==> src/rtl/dfr_pkg.sv <==
package dfr_pkg;
  typedef enum logic [2:0] {
    ST_FN   = 3'd0,
    ST_LEN  = 3'd1,
    ST_DATA = 3'd2,
    ST_SUM  = 3'd3,
    ST_HOLD = 3'd4
  } dfr_state_e;
endpackage

==> src/rtl/dfr_rst_sync.sv <==
module dfr_rst_sync #(
  parameter int STAGES = 2
) (
  input  logic clk,
  input  logic rst_n,
  output logic rst_n_sync
);
  logic [STAGES-1:0] sync_q;

  always_ff @(posedge clk or negedge rst_n) begin
    if (!rst_n) sync_q <= '0;
    else        sync_q <= {sync_q[STAGES-2:0], 1'b1};
  end

  assign rst_n_sync = sync_q[STAGES-1];
endmodule

==> src/rtl/dfr_idle_timer.sv <==
module dfr_idle_timer #(
  parameter int TIMEOUT_CYC = 25000000,
  localparam int CW = $clog2(TIMEOUT_CYC + 1)
) (
  input  logic clk,
  input  logic rst_n,
  input  logic run,
  input  logic kick,
  output logic expire
);
  localparam logic [CW-1:0] LIMIT = CW'(TIMEOUT_CYC - 1);

  logic [CW-1:0] cnt_q, cnt_d;
  logic          at_limit;

  assign at_limit = (cnt_q == LIMIT);
  assign expire   = run && !kick && at_limit;

  always_comb begin
    cnt_d = cnt_q;
    if (!run || kick)  cnt_d = '0;
    else if (at_limit) cnt_d = '0;
    else               cnt_d = cnt_q + 1'b1;
  end

  always_ff @(posedge clk or negedge rst_n) begin
    if (!rst_n) cnt_q <= '0;
    else        cnt_q <= cnt_d;
  end
endmodule

==> src/rtl/dfr_sum_acc.sv <==
module dfr_sum_acc (
  input  logic       clk,
  input  logic       rst_n,
  input  logic       load,
  input  logic       add,
  input  logic [7:0] din,
  output logic [7:0] sum_q
);
  logic [7:0] sum_d;
  logic       sum_en;

  assign sum_en = load || add;

  always_comb begin
    if (load) sum_d = din;
    else      sum_d = sum_q + din;
  end

  always_ff @(posedge clk or negedge rst_n) begin
    if (!rst_n)      sum_q <= '0;
    else if (sum_en) sum_q <= sum_d;
  end
endmodule

==> src/rtl/dfr_wr_port.sv <==
module dfr_wr_port #(
  parameter int ADDR_W = 8
) (
  input  logic              clk,
  input  logic              rst_n,
  input  logic              wr_en,
  input  logic [ADDR_W-1:0] wr_addr,
  input  logic [7:0]        wr_data,
  output logic              buf_we,
  output logic [ADDR_W-1:0] buf_addr,
  output logic [7:0]        buf_wdata
);
  always_ff @(posedge clk or negedge rst_n) begin
    if (!rst_n) buf_we <= 1'b0;
    else        buf_we <= wr_en;
  end

  always_ff @(posedge clk or negedge rst_n) begin
    if (!rst_n) begin
      buf_addr  <= '0;
      buf_wdata <= '0;
    end else if (wr_en) begin
      buf_addr  <= wr_addr;
      buf_wdata <= wr_data;
    end
  end
endmodule

==> src/rtl/dbg_frame_rx.sv <==
module dbg_frame_rx
  import dfr_pkg::*;
#(
  parameter int         MAX_LEN     = 128,
  parameter logic [7:0] FN_MIN      = 8'hF7,
  parameter int         TIMEOUT_CYC = 25000000,
  localparam int        ADDR_W      = $clog2(MAX_LEN + 3)
) (
  input  logic              clk,
  input  logic              rst_n,
  input  logic              rx_valid,
  input  logic [7:0]        rx_data,
  input  logic              exec_done,
  output logic              buf_we,
  output logic [ADDR_W-1:0] buf_addr,
  output logic [7:0]        buf_wdata,
  output logic              frame_ready,
  output logic [7:0]        frame_fn,
  output logic [7:0]        frame_len
);
  localparam logic [8:0] LEN_CEIL = 9'(MAX_LEN);

  logic              rst_ns;
  dfr_state_e        st_q, st_d;
  logic [7:0]        fn_q, len_q, idx_q, idx_d, len_d;
  logic              fn_en, len_en, idx_en;
  logic              ready_q, ready_d;
  logic              wr_en;
  logic [ADDR_W-1:0] wr_addr;
  logic              sum_load, sum_add;
  logic [7:0]        sum_q, sum_tot;
  logic              in_frame, kick, expire;
  logic              len_ok, last_pay;

  dfr_rst_sync #(.STAGES(2)) u_rst (
    .clk(clk), .rst_n(rst_n), .rst_n_sync(rst_ns)
  );

  assign in_frame = (st_q == ST_LEN) || (st_q == ST_DATA) || (st_q == ST_SUM);
  assign kick     = in_frame && rx_valid;

  dfr_idle_timer #(.TIMEOUT_CYC(TIMEOUT_CYC)) u_tmr (
    .clk(clk), .rst_n(rst_ns), .run(in_frame), .kick(kick), .expire(expire)
  );

  dfr_sum_acc u_sum (
    .clk(clk), .rst_n(rst_ns), .load(sum_load), .add(sum_add),
    .din(rx_data), .sum_q(sum_q)
  );

  assign sum_tot  = sum_q + rx_data;
  assign len_ok   = ({1'b0, rx_data} <= LEN_CEIL);
  assign last_pay = (idx_q == (len_q - 8'd1));

  always_comb begin
    st_d     = st_q;
    wr_en    = 1'b0;
    wr_addr  = '0;
    sum_load = 1'b0;
    sum_add  = 1'b0;
    ready_d  = 1'b0;
    fn_en    = 1'b0;
    len_en   = 1'b0;
    len_d    = rx_data;
    idx_en   = 1'b0;
    idx_d    = idx_q;
    unique case (st_q)
      ST_FN: begin
        if (rx_valid && (rx_data >= FN_MIN)) begin
          wr_en    = 1'b1;
          wr_addr  = '0;
          sum_load = 1'b1;
          fn_en    = 1'b1;
          st_d     = ST_LEN;
        end
      end
      ST_LEN: begin
        if (expire) begin
          st_d = ST_FN;
        end else if (rx_valid) begin
          if (len_ok) begin
            wr_en   = 1'b1;
            wr_addr = ADDR_W'(1);
            sum_add = 1'b1;
            len_en  = 1'b1;
            idx_en  = 1'b1;
            idx_d   = '0;
            st_d    = (rx_data == 8'd0) ? ST_SUM : ST_DATA;
          end else begin
            st_d = ST_FN;
          end
        end
      end
      ST_DATA: begin
        if (expire) begin
          st_d = ST_FN;
        end else if (rx_valid) begin
          wr_en   = 1'b1;
          wr_addr = ADDR_W'({1'b0, idx_q} + 9'd2);
          sum_add = 1'b1;
          idx_en  = 1'b1;
          idx_d   = idx_q + 8'd1;
          if (last_pay) st_d = ST_SUM;
        end
      end
      ST_SUM: begin
        if (expire) begin
          st_d = ST_FN;
        end else if (rx_valid) begin
          wr_en   = 1'b1;
          wr_addr = ADDR_W'({1'b0, len_q} + 9'd2);
          if (sum_tot == 8'd0) begin
            ready_d = 1'b1;
            st_d    = ST_HOLD;
          end else begin
            st_d = ST_FN;
          end
        end
      end
      ST_HOLD: begin
        if (exec_done) st_d = ST_FN;
      end
      default: st_d = ST_FN;
    endcase
  end

  always_ff @(posedge clk or negedge rst_ns) begin
    if (!rst_ns) begin
      st_q    <= ST_FN;
      ready_q <= 1'b0;
    end else begin
      st_q    <= st_d;
      ready_q <= ready_d;
    end
  end

  always_ff @(posedge clk or negedge rst_ns) begin
    if (!rst_ns)    fn_q <= '0;
    else if (fn_en) fn_q <= rx_data;
  end

  always_ff @(posedge clk or negedge rst_ns) begin
    if (!rst_ns)     len_q <= '0;
    else if (len_en) len_q <= len_d;
  end

  always_ff @(posedge clk or negedge rst_ns) begin
    if (!rst_ns)     idx_q <= '0;
    else if (idx_en) idx_q <= idx_d;
  end

  dfr_wr_port #(.ADDR_W(ADDR_W)) u_wr (
    .clk(clk), .rst_n(rst_ns), .wr_en(wr_en), .wr_addr(wr_addr),
    .wr_data(rx_data), .buf_we(buf_we), .buf_addr(buf_addr),
    .buf_wdata(buf_wdata)
  );

  assign frame_ready = ready_q;
  assign frame_fn    = fn_q;
  assign frame_len   = len_q;
endmodule

==> config.mk <==
export PLATFORM = sky130hd
export DESIGN_NAME = dbg_frame_rx
export DESIGN_NICKNAME = d
export VERILOG_FILES = /design/src/rtl/dfr_pkg.sv /design/src/rtl/dfr_rst_sync.sv /design/src/rtl/dfr_idle_timer.sv /design/src/rtl/dfr_sum_acc.sv /design/src/rtl/dfr_wr_port.sv /design/src/rtl/dbg_frame_rx.sv
export SDC_FILE = /design/constraint.sdc
export NUM_CORES = 1
export LEC_CHECK = 0
export BUFFER_PORTS_ARGS = -buffer_cell sky130_fd_sc_hd__buf_2
export CAP_MARGIN = 20
export CORE_MARGIN = 3
export CORE_UTILIZATION = 55
export DETAILED_ROUTE_END_ITERATION = 10
export MAX_ROUTING_LAYER = met4
export PLACE_DENSITY_LB_ADDON = 0.2
export RECOVER_POWER = 50
export SYNTH_ARGS = -nofsm -noshare
export SYNTH_HDL_FRONTEND = slang
export SYNTH_SLANG_ARGS = --single-unit
==> constraint.sdc <==
create_clock -name clk -period 3.4 [get_ports clk]
set_clock_uncertainty 0.05 [all_clocks]
set_input_delay 0 -clock clk [delete_from_list [all_inputs] [get_ports clk]]
set_output_delay 0 -clock clk [all_outputs]
set_load 0.1 [all_outputs]
# Yosys cells after proc, flatten, opt, wreduce, memory -nomap -nowiden
# Cells that the tools add are included.
op_classes:
  add_sub_neg: 6
  mul: 0
  div_mod_pow: 0
  magnitude_cmp: 2
  eq_ne: 17
  n_shift: 0
  mux: 44
  bitwise_logic: 0
  n_reduce_logical: 17
ops:
  columns: ["cell", "n"]
  rows:
  - ["$mux W8", 10]
  - ["$mux W25", 2]
  - ["$mux W3", 10]
  - ["$add A25 B1 Y25 const B", 1]
  - ["$eq A25 B25 Y1 const B", 1]
  - ["$pmux W8 S3", 1]
  - ["$add A8 B2 Y8 const B", 2]
  - ["$logic_not A8 Y1", 2]
  - ["$mux W1", 16]
  - ["$pmux W8 S2", 1]
  - ["$pmux W3 S5", 1]
  - ["$ne A2 B2 Y1 const B", 7]
  - ["$ne A3 B3 Y1 const B", 4]
  - ["$add A8 B1 Y8 const B", 1]
  - ["$add A8 B8 Y8", 1]
  - ["$eq A8 B8 Y1", 1]
  - ["$ge A8 B8 Y1 const B", 1]
  - ["$le A8 B8 Y1 const B", 1]
  - ["$sub A8 B1 Y8 const B", 1]
  - ["$reduce_and A7 Y1", 1]
  - ["$eq A3 B2 Y1 const B", 2]
  - ["$reduce_and A6 Y1", 1]
  - ["$logic_and A1 B1 Y1", 4]
  - ["$logic_or A1 B1 Y1", 4]
  - ["9 further kinds", 10]
word_totals:
  regBits: 80
  latch_bits: 0
  mem_bits_rw: 0
  romBits: 0
  inputBits: 12
  out_inout_bits: 34
  n_memories: 0

# Longest topological paths before layout
# Gate-level depths: netlist (run 1).
logic_depth:
  ltp_word: 10
  mapped_depth: 8
  ltp_nobuf: 8

# By module
# A second synthesis (run 1) with hierarchy kept.
hier_totals:
  cells_unflattened: 492
  hier_area_um2: 4874.7
by_module_without_submodules:
  columns: ["mod", "instances", "cells_per_inst", "area_per_inst_um2"]
  rows:
  - ["dbg_frame_rx", 1, 232, 2072.0]
  - ["dfr_idle_timer", 1, 139, 1357.6]
  - ["dfr_sum_acc", 1, 83, 716.9]
  - ["dfr_wr_port", 1, 35, 674.4]
  - ["dfr_rst_sync", 1, 3, 53.8]

# Worst setup path after synthesis (run 1)
# OpenSTA, ideal clock, no wires.
synth_path:
  path_kind: "reg2reg"
  startpoint: "register len_q[1] (netlist: frame_len[1])"
  endpoint: "register st_q[1]"
  t_arrival_ps: 2300
  required_time_ps: 3232
  path_slack_ps: 932
  stages_incl_launch_ff: 8
  synth_period_minus_slack_ps: 2468
  cell_sequence: "dfrtp_1 > inv_1 > ha_1 > nor4b_4 > a21boi_0 > o31ai_2 > a211o_1 > a21o_1"
synth_between:
  elab_chain_cells: 4
synth_rtl:
  columns: ["item", "line_no", "rtl"]
  rows:
  - ["start, declared", "dbg_frame_rx.sv:25", "logic [7:0] fn_q, len_q, idx_q, idx_d, len_d;"]
  - ["start signal, assigned", "dbg_frame_rx.sv:144", "else if (len_en) len_q <= len_d;"]
  - ["$sub A8 B1 Y8", "dbg_frame_rx.sv:53", "assign last_pay = (idx_q == (len_q - 8'd1));"]
  - ["$eq A8 B8 Y1", "dbg_frame_rx.sv:53", null]
  - ["$ne A3 B3 Y1 (no line)", null, null]
  - ["$reduce_and A6 Y1 (no line)", null, null]
  - ["end signal, assigned", "dbg_frame_rx.sv:132", "st_q <= st_d;"]
  - ["end, declared", "dbg_frame_rx.sv:24", "dfr_state_e st_q, st_d;"]
# Every way passes these cells.
# A chain may end at the register's enable or synchronous reset.

# Final worst setup path (run 1)
layout_path:
  startpoint: "register st_q[0]"
  endpoint: "register u_wr.buf_wdata[6]"
layout_between:
  elab_chain_cells: 9
  word_cells_on_any_way: 14
  cone_classes: "eq/ne (3); mux (3); reduce/logical (8)"
layout_rtl:
  columns: ["item", "line_no", "rtl"]
  rows:
  - ["$eq A3 B1 Y1 / $eq A3 B2 Y1 (equally long branches)", "dbg_frame_rx.sv:39, dbg_frame_rx.sv:67", null]
  - ["$logic_or A1 B1 Y1 (2 in a row)", "dbg_frame_rx.sv:39", "assign in_frame = (st_q == ST_LEN) || (st_q == ST_DATA) || (st_q == ST_SUM);"]
  - ["$logic_and A1 B1 Y1", "dbg_frame_rx.sv:40", "assign kick = in_frame && rx_valid;"]
  - ["$logic_not A1 Y1", "dfr_idle_timer.sv:17", "assign expire = run && !kick && at_limit;"]
  - ["$logic_and A1 B1 Y1 (2 in a row)", "dfr_idle_timer.sv:17", null]
  - ["$mux W1, on equally long branches", "dbg_frame_rx.sv:95, dbg_frame_rx.sv:78", null]
  - ["$pmux W1 S3 *", "dbg_frame_rx.sv:67", "unique case (st_q)"]
  - ["end signal, assigned", "dfr_wr_port.sv:24", "buf_wdata <= wr_data;"]
  - ["end, declared", "dfr_wr_port.sv:11", "output logic [7:0] buf_wdata"]
# Every way passes the cells marked *; elsewhere a longest branch is shown, timed or not.

==> impl_results.md, run 1 <==
* Run status: finished with violations
* Failing checks: max-capacitance violations, max-slew violations
* Number of synthesis warnings at 0
* Register area share after synthesis at 45.3%
* Reg2reg path depth at 5
* # DRC at 0
* CTS Sinks at 80
* Hold_ws at 0.143 ns
* Unrepaired setup endpoints after global routing: no
* Final setup viols at 0
* Yosys reg bits at 80
* Worst Setup EP: u_wr.buf_wdata[6]$_DFFE_PN0P_
* CTS Root Cell: clkbuf_8
* Antenna viol nets, final at 0
* Largest cells by area after synthesis: dfrtp_1 45%, xnor2_1 5.0%, xor2_1 4.6%
* Vias per cell at 5.72
* Xor/xnor cell area share of the yosys netlist at 9.52%
* Via count at 3405
* Arrival time at the worst endpoint at 2.71 ns
* Crit start category: flop
* Multiplexer share of the synthesized area at 4.62%
* Post-synth EDFFs at 0
* Worst hold-check path type: input port to flop
* Post-synthesis compound-gate area fraction at 11.2%
* Worst Tran Pin Value at 1.66 ns
* Drt pass-1 iters at 4
* Maximum capacitance violations at 1
* Net count, final at 514
* Syn Std Cell Area at 4420 um2
* Crit. Startpoint: st_q[0]$_DFFE_PN0P_
* Clock-pin transition on the worst setup and hold timing paths at 0.09 ns
* Leakage at 0.00215 uW
* Max Buffers Root-to-Sink at 2
* Yosys top cell by area: dfrtp_1
* Final Cell Area at 4960 um2
* Buf/Inv on CP at 1
* Area Overhead vs Synth at 12.4%
* Area of the core at 7770 um2
* Reg2reg end: u_wr.buf_wdata[6]$_DFFE_PN0P_
* # H-tree levels at 3
* GRT overflow at 0
* CP Depth at 5
* All-Layer GR Usage at 23.7%
* Synth Net Count at 464
* Final Hold Fails at 0
* CP delay by family, top: simple AND/OR/NAND/NOR gates
* N_diodes at 0
* CTS Buf Count at 9
* Pwr dens at 988 nW/um2
* Initial DRC count at 204
* Layout Utilization at 63.9%
* CTS tree: done
* Ports at 46
* WL/cell at 16.3 um
* Final RePlAce weighted congestion at 0.848
* Max-slew violations at 79
* Share of cells above drive strength 1 at 12.6%
* Top-count cell post-synth: dfrtp_1
* First-pass GRT wire length at 16.3 mm
* Initial Util at 56.9%
* Chip Width at 95.6 um
* Worst R2R Setup Slack at 0.88 ns
* Largest net degree at the start of global routing at 79
* Final period util at 74.2%
* Async S/R FF share, synth at 100%
* Cell with the largest stage delay on the worst path: dfrtp_1
* Commonest cells post-synth: 80 x dfrtp_1, 38 x nand2_1, 37 x nor2_1, 25 x xnor2_1
* Nature of the critical path endpoint: flop
* Cells after Synth at 438
* Cell Chain, Critical Path: inv_1 > or3_4 > nor2_4 > nor3_4 > mux2_4
* Rows at 32
* Relative slew slack at -10.8%
* Reg-to-reg startpoint: st_q[0]$_DFFE_PN0P_
* Area post-placement at 4690 um2
* Setup TNS at 0 ns
* Die area at 9140 um2
* DP HPWL at 6.75 mm
* Mean area per synthesized cell at 10.1 um2
* Worst-path fanout max at 22
* Setup CP Type: flop to flop
* Synth unique cells at 68
* Post-synthesis simple-gate area fraction at 21.9%
* Port bufs at 45
* Max VDD drop at 1.06 mV
* Tmin final at 2.52 ns
* Main synth FF type: dfrtp_1
* Filler cell count at 660
* Worst skew pair latency at 0.36 ns
* Vias in the first global route at 3309
* Initial antenna violation count at 0
* CP peak stage delay at 0.65 ns
* Synth Area in Adders at 4.14%
* Routed WL at 9.70 mm
* Die Y at 95.6 um
* Max Fclk at 396 MHz
* CP required at 3.59 ns
* Largest family of logic cells by synthesized area: simple AND/OR/NAND/NOR gates
* Share of the synthesized area in the top cell type at 45.3%
-- layout by cell type (no fill, tap or decap), types with 3 or more instances in the layout --
master	n
a21o_1	4
a21oi_1	11
a22o_1	4
and2_1	6
and3_1	7
and4_1	5
buf_2	18
clkbuf_1	27
clkbuf_8	9
dfrtp_1	79
dlygate4sd3_1	10
ha_1	13
inv_1	14
mux2_2	11
mux2i_1	5
nand2_1	38
nand2b_1	10
nand3_1	23
nand4_1	8
nor2_1	37
nor2b_1	6
nor3_1	11
nor4_1	12
o211ai_1	3
o21ai_0	14
o2bb2ai_1	3
or3_1	4
xnor2_1	25
xor2_1	23
-- worst reg2reg max path, stage by stage (launching register included) --
cell     delay (ns)
dfrtp_1        0.65
inv_1          0.24
or3_4          0.47
nor2_4         0.45
nor3_4         0.22
mux2_4         0.34
-- final cells by class --
| class | instances | area, um2 | area share [%] |
|---|---|---|---|
| Tap cell | 102 | 128 | 2.57 |
| Inverter | 14 | 52.6 | 1.06 |
| Clock inverter | 7 | 87.6 | 1.76 |
| Multi-Input combinational cell | 327 | 2270 | 45.7 |
| Timing Repair Buffer | 56 | 299 | 6.02 |
| Sequential cell | 80 | 2000 | 40.4 |
| Clock buffer | 9 | 124 | 2.50 |
-- power breakdown --
part,switching (uW),internal [uW],total [uW]
sequential,313,1210,1520
clock,395,358,752
combinational,1970,665,2630
total,2670,2230,4900
-- per-layer routing --
layer / share of wire, % / routed length [um] / vias to the layer above / track usage (%)
li1: - / - / 1655 / -
met1: 49 / 4790 / 1657 / 33.8
met2: 45 / 4350 / 83 / 34.9
met3: 4.6 / 448 / 10 / 4.58
met4: 1.1 / 109 / 0 / 6.40
met5: 0 / 0 / - / -
-- worst min path at each step --
stage,start,endpoint,slack (ns),cells past startpoint
after detailed placement,rst_n,u_rst.sync_q[0]$_DFF_PN0_,-0.26,1
after global placement,rst_n,u_rst.sync_q[0]$_DFF_PN0_,-0.27,1
final,exec_done,st_q[2]$_DFFE_PN0P_,0.14,6
after CTS,exec_done,st_q[2]$_DFFE_PN0P_,0.13,6
after global routing,rx_valid,u_tmr.cnt_q[9]$_DFF_PN0_,0.17,4
after floorplan,rst_n,u_rst.sync_q[0]$_DFF_PN0_,-0.35,0
-- registers in the layout (all words and copies together) (netlist names), 2 cells and up --
name and count:
frame_fn 8, frame_len 8, idx_q 8, st_q 3, u_rst.sync_q 2, u_sum.sum_q 8
u_tmr.cnt_q 25, u_wr.buf_addr 8, u_wr.buf_wdata 8
-- cells by family after synthesis --
logic type,count (synthesis)
multiplexers,18
flip-flops,80
AND/OR/NAND/NOR,178
XOR/XNOR,48
adder cells (fa/ha/maj),14
AO/OA/AOI/OAI,68
buffers and inverters,31
other,1
-- what timing repair did --
| action | 4_1_cts | 5_1_grt |
|---|---|---|
| hold endpoints to repair | 26 | 0 |
| gates resized for setup | 0 | 0 |
| hold buffers | 10 | 0 |
| buffers inserted | 0 | 0 |
-- metrics by stage --
step | std cells | setup WS, ns | total power, uW
4_1_cts | 595 | 0.891 | 4960
6_report | 595 | 0.876 | 4900
3_5_place_dp | 569 | 0.909 | 4180
5_1_grt | 595 | 0.687 | 5180
2_1_floorplan | 438 | 0.932 | 3730
3_3_place_gp | 569 | 0.979 | 4140
(Power assumes the default switching activity.)
==> inputs of run 2 (changes only) <==
Clock period 3.4 ns to 2.5 ns, I/O delays scaled along.
==> impl_results.md, run 2 (synthesized netlist as in run 1, its figures left out) <==
* Run status: finished with violations (unchanged)
* Failing checks: max-capacitance violations, max-slew violations (unchanged)
* CTS Buf Count at 9 (unchanged)
* Ports at 46 (unchanged)
* Vias in the first global route at 3378 (was 3309)
* CTS Hold Bufs at 10 (unchanged)
* Cell internal pwr at 2980 uW (was 2230 uW)
* Chip Width at 95.6 um (unchanged)
* Relative slew slack at -4.69% (was -10.8%)
* Worst R2R Setup Slack at 0.39 ns (was 0.88 ns)
* Max Buffers Root-to-Sink at 2 (unchanged)
* Layout Utilization at 64.2% (was 63.9%)
* Tmin final at 2.16 ns
* Final setup viols at 0 (unchanged)
* Max-slew violations at 43 (was 79)
* Nature of the critical path endpoint: flop (unchanged)
* Clock-pin transition on the worst setup and hold timing paths at 0.08 ns (was 0.09 ns)
* WL/cell at 16.2 um (was 16.3 um)
* Rows at 32 (unchanged)
* Unrepaired setup endpoints after global routing: no (unchanged)
* Final period util at 86.5%
* Vias per cell at 5.74 (was 5.72)
* GRT overflow at 0 (unchanged)
* Worst skew pair latency at 0.36 ns (about the same)
* Reg-to-reg startpoint: st_q[2]$_DFFE_PN0P_ (was st_q[0]$_DFFE_PN0P_)
* Largest net degree at the start of global routing at 43 (was 79)
* Net count, final at 520 (was 514)
* Routed WL at 9.76 mm (was 9.70 mm)
* Max VDD drop at 1.45 mV (was 1.06 mV)
* Reg2reg end: u_wr.buf_wdata[1]$_DFFE_PN0P_ (was u_wr.buf_wdata[6]$_DFFE_PN0P_)
* Largest register FFs at 25 (unchanged)
* Largest register by flop count: u_tmr.cnt_q (unchanged)
* N_diodes at 0 (unchanged)
* Min-delay src: exec_done (unchanged)
* Arrival time at the worst endpoint at 2.40 ns (was 2.71 ns)
* CTS Root Cell: clkbuf_8 (unchanged)
* Net Sw Frac at 54.6% (was 54.5%)
* Share of cells above drive strength 1 at 15.6% (was 12.6%)
* Reg2reg path depth at 5 (unchanged)
* Initial Util at 56.9% (unchanged)
* Max Fclk at 462 MHz
* Pwr dens at 1320 nW/um2 (was 988 nW/um2)
* Setup Fix Bufs, Post-CTS at 0 (unchanged)
* DP HPWL at 6.99 mm (was 6.75 mm)
* Via count at 3447 (was 3405)
* CTS Sinks at 80 (unchanged)
* Setup TNS at 0 ns (unchanged)
* Hold_ws at 0.141 ns (was 0.143 ns)
* Worst-path fanout max at 7 (was 22)
* Seq pwr share at 30.9% (was 31.0%)
* Worst hold-check path type: input port to flop (unchanged)
* # DRC at 0 (unchanged)
* Commonest non-fill, non-tap cell in the layout: dfrtp_1 (unchanged)
* NetSw at 3590 uW (was 2670 uW)
* Antenna viol nets, final at 0 (unchanged)
* Maximum capacitance violations at 1 (unchanged)
* Area of the core at 7770 um2 (unchanged)
* First-pass GRT wire length at 16.4 mm (was 16.3 mm)
* CP required at 2.74 ns (was 3.59 ns)
* Hold depth at 6 (unchanged)
* Setup CP Type: input port to flop (was flop to flop)
* Clock Power Share at 13.6% (was 15.3%)
* Initial antenna violation count at 0 (unchanged)
* Final RePlAce weighted congestion at 0.903 (was 0.848)
* Most frequent cells in the layout: 80 x dfrtp_1, 38 x nand2_1, 37 x nor2_1, 30 x buf_2, 25 x xnor2_1 (was 79 x dfrtp_1, 38 x nand2_1, 37 x nor2_1, 27 x clkbuf_1, 25 x xnor2_1)
* Initial DRC count at 236 (was 204)
* Drt pass-1 iters at 4 (unchanged)
* Area Overhead vs Synth at 13.0% (was 12.4%)
* Worst Tran Pin Value at 1.57 ns (was 1.66 ns)
* All-Layer GR Usage at 24.1% (was 23.7%)
* Final Hold Fails at 0 (unchanged)
* CTS tree: done (unchanged)
* Die area at 9140 um2 (unchanged)
* # H-tree levels at 3 (unchanged)
* WHS Endpoint: st_q[2]$_DFFE_PN0P_ (unchanged)
* Die Y at 95.6 um (unchanged)
* Leakage at 0.00220 uW (was 0.00215 uW)
* Crit start category: input port (was flop)
* Comb pwr share at 55.5% (was 53.7%)
* Post-cts repair resize count at 0 (unchanged)
* Filler cell count at 669 (was 660)
* Port bufs at 45 (unchanged)
[run 2: changes by cell type in the layout (fill, tap and decap cells not counted)]
cell | before | now
clkbuf_2 | 0 | 1
bufinv_16 | 1 | 0
dfrtp_1 | 79 | 80
clkbuf_8 | 9 | 10
buf_4 | 1 | 6
inv_8 | 2 | 0
dfrtp_2 | 1 | 0
clkinvlp_4 | 0 | 3
buf_2 | 18 | 30
clkinv_4 | 2 | 0
clkbuf_1 | 27 | 16
[run 2: area by class of cell]
type | instances | area (um2) | area share, %
Timing Repair Buffer | 62 | 357 | 7.15
Sequential cell | 80 | 2000 | 40.1
Inverter | 14 | 52.6 | 1.05
Multi-Input combinational cell | 327 | 2270 | 45.5
Clock buffer | 11 | 141 | 2.83
Clock inverter | 5 | 40.0 | 0.802
Tap cell | 102 | 128 | 2.56
[run 2: power groups by stage]
stage / Clock, uW / Sequential [uW] / Combinational, uW
CTS: 908 / 2030 / 3680
global placement: 0 / 2040 / 3620
detailed placement: 0 / 2050 / 3660
floorplan: 0 / 3630 / 1440
global route: 976 / 2100 / 3880
finish: 894 / 2030 / 3650
[run 2: worst max-delay path, cell delays in order]
cell           delay (ns)
dlygate4sd3_1        0.53
buf_2                0.20
ha_1                 0.19
inv_1                0.06
fa_1                 0.41
nand2b_1             0.19
a2111o_1             0.36
o311ai_0             0.18
o21ai_0              0.18
nand2_1              0.10
[run 2: per-stage QoR]
stage | power [uW] | worst slack (ns) | area [um2] | cells
after floorplan | 5070 | 0.0321 | 4420 | 438
after global placement | 5660 | 0.459 | 4730 | 575
after detailed placement | 5700 | 0.389 | 4730 | 575
after CTS | 6620 | 0.385 | 5010 | 601
after global routing | 6960 | 0.184 | 4990 | 601
final | 6580 | 0.338 | 4990 | 601
[run 2: how the worst max path moves through the flow]
stage                              startpoint                       endpoint  slack (ns)  depth (start not counted)
detailed placement        st_q[2]$_DFFE_PN0P_  u_wr.buf_wdata[1]$_DFFE_PN0P_        0.39                          5
floorplan            frame_len[1]$_DFFE_PN0P_            st_q[1]$_DFFE_PN0P_        0.03                          7
global placement          st_q[2]$_DFFE_PN0P_  u_wr.buf_wdata[3]$_DFFE_PN0P_        0.46                          5
finish                             rx_data[0]     u_sum.sum_q[6]$_DFFE_PN0P_        0.34                         10
CTS                                rx_data[0]     u_sum.sum_q[6]$_DFFE_PN0P_        0.38                         10
global route        u_rst.sync_q[1]$_DFF_PN0_  u_wr.buf_wdata[0]$_DFFE_PN0P_        0.18                          1
[run 2: layer usage]
| metal | global-route usage (%) | part of all wire (%) | routed length, um | vias up |
|---|---|---|---|---|
| li1 | - | - | - | 1666 |
| met1 | 34.4 | 47 | 4620 | 1686 |
| met2 | 35.5 | 46 | 4530 | 85 |
| met3 | 4.18 | 5.1 | 499 | 10 |
| met4 | 6.40 | 1.1 | 106 | 0 |
| met5 | - | 0 | 0 | - |
